===== src/rtl/sw3_pkg.sv =====
// Shared types for the three-wire serial shifter.
package sw3_pkg;
    // Serial clock phase of the bit-timing generator.
    typedef enum logic [1:0] {
        SPH_IDLE = 2'd0,
        SPH_LOW  = 2'd1,
        SPH_HIGH = 2'd2
    } sph_e;
endpackage


===== src/rtl/sw3_clkgen.sv =====
// Serial clock generator. When started, it produces low and high phases of
// (div+1) system cycles each. It flags the edge at which sclk rises or falls,
// and goes back to idle (sclk low) on the fall that the controller marks as last.
// Assumes div is held stable while a transfer runs.
module sw3_clkgen
    import sw3_pkg::*;
#(
    parameter int DIV_W = 8
) (
    input  logic             clk,
    input  logic             rst_n,
    input  logic             start,
    input  logic             last,
    input  logic [DIV_W-1:0] div,
    output logic             sclk,
    output logic             rise_now,
    output logic             fall_now
);
    sph_e             st;
    logic [DIV_W-1:0] ph;
    logic             at_lim;

    // Phase end detection: a phase lasts div+1 cycles.
    always_comb begin
        at_lim   = (ph == div);
        rise_now = (st == SPH_LOW)  && at_lim;
        fall_now = (st == SPH_HIGH) && at_lim;
    end

    // Phase sequencing and serial clock register.
    always_ff @(posedge clk) begin
        if (!rst_n) begin
            st   <= SPH_IDLE;
            ph   <= '0;
            sclk <= 1'b0;
        end else if (start) begin
            st   <= SPH_LOW;
            ph   <= '0;
            sclk <= 1'b0;
        end else if (rise_now) begin
            st   <= SPH_HIGH;
            ph   <= '0;
            sclk <= 1'b1;
        end else if (fall_now) begin
            st   <= last ? SPH_IDLE : SPH_LOW;
            ph   <= '0;
            sclk <= 1'b0;
        end else if (st != SPH_IDLE) begin
            ph   <= ph + 1'b1;
        end
    end

    // sclk is never high while the generator is idle.
    p_high_only_active_r2: assert property (@(posedge clk) disable iff (!rst_n)
        (st == SPH_IDLE) |-> !sclk);
endmodule


===== src/rtl/sw3_ctrl.sv =====
// Command controller. It accepts a command only while idle, caps the count at
// DATA_W, counts the remaining bits down on each falling serial clock edge,
// and drives busy and a one-cycle completion pulse. A zero count is reported
// as a pin-state-only command. Assumes cmd_* fields are valid with cmd_we.
module sw3_ctrl #(
    parameter int DATA_W = 8,
    parameter int CNT_W  = 4
) (
    input  logic             clk,
    input  logic             rst_n,
    input  logic             cmd_we,
    input  logic             cmd_rd,
    input  logic [CNT_W-1:0] cmd_cnt,
    input  logic             cmd_rel,
    input  logic             fall_now,
    output logic             start,
    output logic             zero_cmd,
    output logic             last,
    output logic             busy,
    output logic             done_irq,
    output logic             rd_q,
    output logic             rel_q
);
    localparam int BC_W = $clog2(DATA_W + 1);

    logic [BC_W-1:0] eff_n;
    logic [BC_W-1:0] bits_left;
    logic            accept;

    // Effective count: the requested count capped at DATA_W.
    always_comb begin
        if (int'(cmd_cnt) > DATA_W) eff_n = BC_W'(DATA_W);
        else                        eff_n = BC_W'(cmd_cnt);
        accept   = cmd_we && !busy;
        start    = accept && (eff_n != '0);
        zero_cmd = accept && (eff_n == '0);
        last     = (bits_left == BC_W'(1));
    end

    // Busy flag, remaining-bit counter and completion pulse.
    always_ff @(posedge clk) begin
        if (!rst_n) begin
            busy      <= 1'b0;
            done_irq  <= 1'b0;
            bits_left <= '0;
        end else begin
            done_irq <= 1'b0;
            if (start) begin
                busy      <= 1'b1;
                bits_left <= eff_n;
            end else if (fall_now) begin
                bits_left <= bits_left - 1'b1;
                if (last) begin
                    busy     <= 1'b0;
                    done_irq <= 1'b1;
                end
            end
        end
    end

    // Direction and release flag held for the running transfer.
    always_ff @(posedge clk) begin
        if (!rst_n) begin
            rd_q  <= 1'b0;
            rel_q <= 1'b0;
        end else if (start) begin
            rd_q  <= cmd_rd;
            rel_q <= cmd_rel;
        end
    end

    // the completion pulse comes exactly when busy drops.
    p_irq_on_busy_fall_r6: assert property (@(posedge clk) disable iff (!rst_n)
        done_irq |-> $fell(busy));

    // while busy, only a falling serial edge moves the bit counter.
    p_ignore_while_busy_r8: assert property (@(posedge clk) disable iff (!rst_n)
        (busy && !fall_now) |=> (bits_left == $past(bits_left)));
endmodule


===== src/rtl/sw3_datapath.sv =====
// Data path. Holds the transmit shift register (MSB first, updated on falling
// serial edges), the receive collector (sampled on rising serial edges, filled
// from the MSB down), the receive register and the pin drive enable.
// Assumes start, rise_now, fall_now and last come from sw3_ctrl/sw3_clkgen.
module sw3_datapath #(
    parameter int DATA_W = 8
) (
    input  logic              clk,
    input  logic              rst_n,
    input  logic              start,
    input  logic              zero_cmd,
    input  logic              cmd_rd,
    input  logic              cmd_rel,
    input  logic [DATA_W-1:0] tx_data,
    input  logic              rise_now,
    input  logic              fall_now,
    input  logic              last,
    input  logic              rd_q,
    input  logic              rel_q,
    input  logic              busy,
    input  logic              sclk,
    input  logic              sd_in,
    output logic              sd_out,
    output logic              sd_oe,
    output logic [DATA_W-1:0] rx_data
);
    localparam int IDX_W = $clog2(DATA_W);
    localparam int MSB   = DATA_W - 1;

    logic [DATA_W-1:0] tx_sh;
    logic [DATA_W-1:0] rx_sh;
    logic [IDX_W-1:0]  pos;

    // Transmit shifter and output bit, which changes only at start or on a falling edge.
    always_ff @(posedge clk) begin
        if (!rst_n) begin
            tx_sh  <= '0;
            sd_out <= 1'b0;
        end else if (start) begin
            tx_sh <= tx_data;
            if (!cmd_rd) sd_out <= tx_data[MSB];
        end else if (fall_now && !last && !rd_q) begin
            tx_sh  <= tx_sh << 1;
            sd_out <= tx_sh[MSB-1];
        end
    end

    // Receive collector: rising-edge samples placed from the MSB downward.
    always_ff @(posedge clk) begin
        if (!rst_n) begin
            rx_sh <= '0;
            pos   <= IDX_W'(MSB);
        end else if (start) begin
            rx_sh <= '0;
            pos   <= IDX_W'(MSB);
        end else if (rise_now && rd_q) begin
            rx_sh[pos] <= sd_in;
            pos        <= pos - 1'b1;
        end
    end

    // Receive register: loaded only when a read finishes.
    always_ff @(posedge clk) begin
        if (!rst_n)                          rx_data <= '0;
        else if (fall_now && last && rd_q)   rx_data <= rx_sh;
    end

    // Pin drive enable: set per command, settled at the end of a transfer.
    always_ff @(posedge clk) begin
        if (!rst_n)                 sd_oe <= 1'b0;
        else if (start)             sd_oe <= !cmd_rd;
        else if (zero_cmd)          sd_oe <= !cmd_rel;
        else if (fall_now && last)  sd_oe <= !rd_q && !rel_q;
    end

    // the output bit holds while the serial clock stays high.
    p_tx_hold_high_r3: assert property (@(posedge clk) disable iff (!rst_n)
        (sclk && $past(sclk)) |-> $stable(sd_out));

    // the pin is driven for the whole of a write.
    p_write_driven_r4: assert property (@(posedge clk) disable iff (!rst_n)
        (busy && !rd_q) |-> sd_oe);

    // the pin floats for the whole of a read.
    p_read_float_r5: assert property (@(posedge clk) disable iff (!rst_n)
        (busy && rd_q) |-> !sd_oe);
endmodule


===== src/rtl/sw3_shifter.sv =====
// Top level of the three-wire serial shifter. Ties the command controller,
// the serial clock generator and the data path together. The pin is split into
// out/enable/in; the pad ring combines them. Chip select is handled elsewhere.
module sw3_shifter #(
    parameter int DATA_W = 8,
    parameter int CNT_W  = 4,
    parameter int DIV_W  = 8
) (
    input  logic              clk,
    input  logic              rst_n,
    input  logic [DIV_W-1:0]  clk_div,
    input  logic              cmd_we,
    input  logic              cmd_rd,
    input  logic [CNT_W-1:0]  cmd_cnt,
    input  logic              cmd_rel,
    input  logic [DATA_W-1:0] tx_data,
    output logic [DATA_W-1:0] rx_data,
    output logic              busy,
    output logic              done_irq,
    output logic              sclk,
    output logic              sd_out,
    output logic              sd_oe,
    input  logic              sd_in
);
    logic start, zero_cmd, last, rd_q, rel_q, rise_now, fall_now;

    sw3_ctrl #(.DATA_W(DATA_W), .CNT_W(CNT_W)) u_ctrl (
        .clk(clk), .rst_n(rst_n), .cmd_we(cmd_we), .cmd_rd(cmd_rd),
        .cmd_cnt(cmd_cnt), .cmd_rel(cmd_rel), .fall_now(fall_now),
        .start(start), .zero_cmd(zero_cmd), .last(last), .busy(busy),
        .done_irq(done_irq), .rd_q(rd_q), .rel_q(rel_q)
    );

    sw3_clkgen #(.DIV_W(DIV_W)) u_clkgen (
        .clk(clk), .rst_n(rst_n), .start(start), .last(last), .div(clk_div),
        .sclk(sclk), .rise_now(rise_now), .fall_now(fall_now)
    );

    sw3_datapath #(.DATA_W(DATA_W)) u_dp (
        .clk(clk), .rst_n(rst_n), .start(start), .zero_cmd(zero_cmd),
        .cmd_rd(cmd_rd), .cmd_rel(cmd_rel), .tx_data(tx_data),
        .rise_now(rise_now), .fall_now(fall_now), .last(last), .rd_q(rd_q),
        .rel_q(rel_q), .busy(busy), .sclk(sclk), .sd_in(sd_in),
        .sd_out(sd_out), .sd_oe(sd_oe), .rx_data(rx_data)
    );

    // the serial clock idles low outside a transfer.
    p_idle_low_r2: assert property (@(posedge clk) disable iff (!rst_n)
        !busy |-> !sclk);

    // the receive register moves only together with a completion pulse.
    p_rx_only_at_end_r9: assert property (@(posedge clk) disable iff (!rst_n)
        !$stable(rx_data) |-> done_irq);
endmodule


===== config.mk =====
export PLATFORM = sky130hd
export DESIGN_NAME = sw3_shifter
export DESIGN_NICKNAME = d
export VERILOG_FILES = /design/src/rtl/sw3_pkg.sv /design/src/rtl/sw3_clkgen.sv /design/src/rtl/sw3_ctrl.sv /design/src/rtl/sw3_datapath.sv /design/src/rtl/sw3_shifter.sv
export SDC_FILE = /design/constraint.sdc
export NUM_CORES = 1
export LEC_CHECK = 0
export CAP_MARGIN = 20
export CORE_ASPECT_RATIO = 1.5
export CORE_UTILIZATION = 25
export CTS_CLUSTER_DIAMETER = 40
export DETAILED_ROUTE_END_ITERATION = 10
export SLEW_MARGIN = 10
export SYNTH_ARGS = -nofsm -noshare
export SYNTH_HDL_FRONTEND = slang
export SYNTH_SLANG_ARGS = --single-unit

===== constraint.sdc =====
create_clock -name clk -period 6.4 [get_ports clk]
set_clock_uncertainty 0.15 [all_clocks]
set_input_delay 0.64 -clock clk [delete_from_list [all_inputs] [get_ports clk]]
set_output_delay 0.64 -clock clk [all_outputs]
set_load 0.01 [all_outputs]

==> metrics.md <==
| Metric | Value |
|---|---|
| Outcome | `finished, final reports clean` |
| Clock root buffer | `clkbuf_16` |
| Max-Cap Viols | `0` |
| Hold depth | `2` |
| H-tree level count | `2` |
| IO buf count | `38` |
| R2R Setup Slk | `3.93 ns` |
| F_max | `312 MHz` |
| Synth cell types | `44` |
| Vias | `2028` |
| CP Launch Type | `primary input` |
| Setup TNS | `0 ns` |
| Yosys top cell by area | `dfxtp_1` |
| Ys Warns | `0` |
| Total chip power | `0.633 mW` |
| First-pass GRT wire length | `9.18 mm` |
| Latest clock arrival within the worst-skew pair | `0.29 ns` |
| DR pass1 iterations | `4` |
| Total congestion overflow | `0` |
| Final slew viol count | `0` |
| Post-DP HPWL | `4.07 mm` |
| Vias per cell | `4.89` |
| Pin count of the biggest net entering global routing | `20` |
| RSZ-0062 raised after global routing | `false` |
| Share of the yosys chip area belonging to registers | `0.397` |
| Routability cong. | `0.814` |
| CTS Buf Count | `5` |
| Die width | `80.6 um` |
| Longest Clk Path Bufs | `2` |
| Antenna Nets Post-Route | `0` |
| Die area | `9670 um^2` |
| Cells after synthesis | `272` |
| CP Launch Point | `rst_n` |
| Hold Path Sink | `u_ctrl.rel_q` |
| Initial antenna violation count | `0` |
| FF-to-FF Start | `u_clkgen.st[1]` |
| Area grow syn2layout | `26.1%` |
| Die height | `120 um` |
| DP Area | `2780 um^2` |
| Initial Util | `0.259` |
| Multi-input logic area | `1290 um^2` |
| Filler cells | `944` |
| Core area | `8930 um^2` |
| Clk slew on worst S/H paths | `0.07 ns` |
| Top-area cell type share of the netlist area | `0.397` |
| Post-synth EDFFs | `0` |
| Fin crit share | `0.502` |
| Worst path slowest cell | `nor2_1` |
| PwrDens | `216 nW/um^2` |
| Drt first-iter violations | `65` |
| Io pins | `39` |
| Diode count | `0` |
| Slew @ Worst Pin | `0.810 ns` |
| Crit path max-delay family | `buffers and inverters` |
| Hold Vio Cnt, Final | `0` |
| Flop and latch count out of synthesis | `46` |
| Final worst path period need | `3.21 ns` |
| Slew HR | `0.456` |
| Async SR Flop Fraction | `0` |
| Finished Cell Area | `2920 um^2` |
| CP max FO | `19` |
| Sequential Area | `921 um^2` |
| Crit Path Class | `primary input to flop` |
| Element type at the critical path end | `flop` |
| Hold_buf cts | `0` |
| Drt total wl | `5.64 mm` |
| Vias in the first global route | `2009` |
| Fin nets | `334` |
| DRC violations left | `0` |
| Post-CTS resize count | `0` |
| R2R cell count | `5` |
| Synth top area cells | `dfxtp_1, mux2i_1, nand2_1` |
| WP data arrival | `3.28 ns` |
| CP Depth | `5` |
| Peak supply drop | `0.117 mV` |
| Min-delay worst type | `flop to flop` |
| Bufs and invs on worst path | `2` |
| Tot GR Track Use | `0.123` |
| Row count | `42` |
| Leak Pwr | `1.05 nW` |
| Reg2Reg Capture Point | `u_ctrl.bits_left[3]` |
| WL/cell | `13.6 um` |
| Layout cells sized above 1 | `0.0590` |
| Cells along the critical path | `clkdlybuf4s50_1 > clkinv_1 > nor2_1 > nand2_1 > mux2i_1` |
| Mapped cell area | `2320 um^2` |
| Post-Syn Area per Cell | `8.52 um^2` |
| Primary FF master, synth | `dfxtp_1` |
| Min-delay src | `u_ctrl.rel_q` |
| CTS sink count | `46` |
| Setup Viol. Count Final | `0` |
| Post-Syn Nets | `302` |
| CP peak stage delay | `0.76 ns` |
| Number of post-CTS setup repair buffers | `0` |
| Critical Path RT | `6.47 ns` |
| CTS tree | `yes` |
-- state kept, by name, summed over array words and instances, names as in the netlist --
register,count
u_dp.rx_sh,8
u_dp.sd_out,1
u_dp.tx_sh,7
u_ctrl.busy,1
u_ctrl.rd_q,1
u_ctrl.rel_q,1
u_clkgen.st,2
u_dp.rx_data,8
u_clkgen.ph,8
u_ctrl.bits_left,4
u_dp.sd_oe,1
u_ctrl.done_irq,1
u_dp.pos,3
-- worst register-to-register path: cells and delay by family, from the launching register on --
family,cells,cell delay (ns)
DFF,1,0.65
and+or+nand+nor,5,1.57
-- how the worst max path moves through the flow --
stage,end,slack (ns)
floorplan,u_dp.tx_sh[1],4.08
global placement,u_dp.rx_sh[2],3.02
detailed placement,u_dp.rx_sh[5],2.85
CTS,u_dp.rx_sh[5],3.17
global route,u_dp.rx_sh[5],2.98
finish,u_dp.rx_sh[5],3.19
-- layout make-up --
| class | count | area share |
|---|---|---|
| clock inverter | 3 | 0.00728 |
| sequential | 46 | 0.315 |
| inverter | 9 | 0.0116 |
| tap | 110 | 0.0471 |
| timing repair buffer | 40 | 0.135 |
| clock buffer | 5 | 0.0428 |
| multi-input combinational | 202 | 0.441 |
-- kinds of logic after synthesis --
logic type | synth area share
AND/OR/NAND/NOR | 0.251
buffers and inverters | 0.0464
AO/OA/AOI/OAI | 0.141
flip-flops | 0.397
XOR/XNOR | 0.0599
multiplexers | 0.0826
adder cells (fa/ha/maj) | 0.0216
-- synthesized netlist by cell type (all sizes together) (2+ instances only) --
library cell / n
dfxtp: 46
a311oi: 6
mux2i: 18
o21ai: 10
o211ai: 4
a31oi: 3
xor2: 5
inv: 8
buf: 4
xnor2: 10
o31ai: 2
nor3: 4
ha: 4
a21oi: 13
a211oi: 5
nor4: 3
clkbuf: 11
or4: 5
or3: 5
nand2b: 3
nand3: 6
and3: 3
nand4: 11
nand2: 39
and4: 4
nor2: 28
-- per-layer routing --
| metal | GRT usage | wire [um] |
|---|---|---|
| met5 | 0 | 0 |
| met4 | 0.0525 | 93 |
| met3 | 0.0289 | 270 |
| met2 | 0.217 | 2760 |
| met1 | 0.138 | 2510 |
-- metrics by stage --
step	instances	hold slack [ns]	worst slack [ns]	utilization
after floorplan	272	0.282	4.08	-
after global placement	407	0.297	3.02	0.311
after detailed placement	407	0.299	2.85	0.311
after CTS	415	0.309	3.17	0.327
after global routing	415	0.338	2.98	0.327
final	415	0.308	3.19	0.327
-- layout by cell type, fill, tap and decap left out, types with 5 or more instances in the layout --
cell and instances:
dfxtp_1 46, nand2_1 39, clkdlybuf4s50_1 38, nor2_1 28, mux2i_1 18, a21oi_1 13, nand4_1 11, o21ai_0 10
xnor2_1 9, inv_1 8, nand3_1 6, a311oi_1 6, xor2_1 5, a211oi_1 5, clkbuf_16 5
-- where the power goes --
| group | total [mW] | internal, mW | switching (mW) |
|---|---|---|---|
| clock | 0.261 | 0.145 | 0.116 |
| sequential | 0.303 | 0.294 | 0.00859 |
| combinational | 0.0684 | 0.0338 | 0.0347 |
Note: power is estimated with default switching activity, not from simulation.
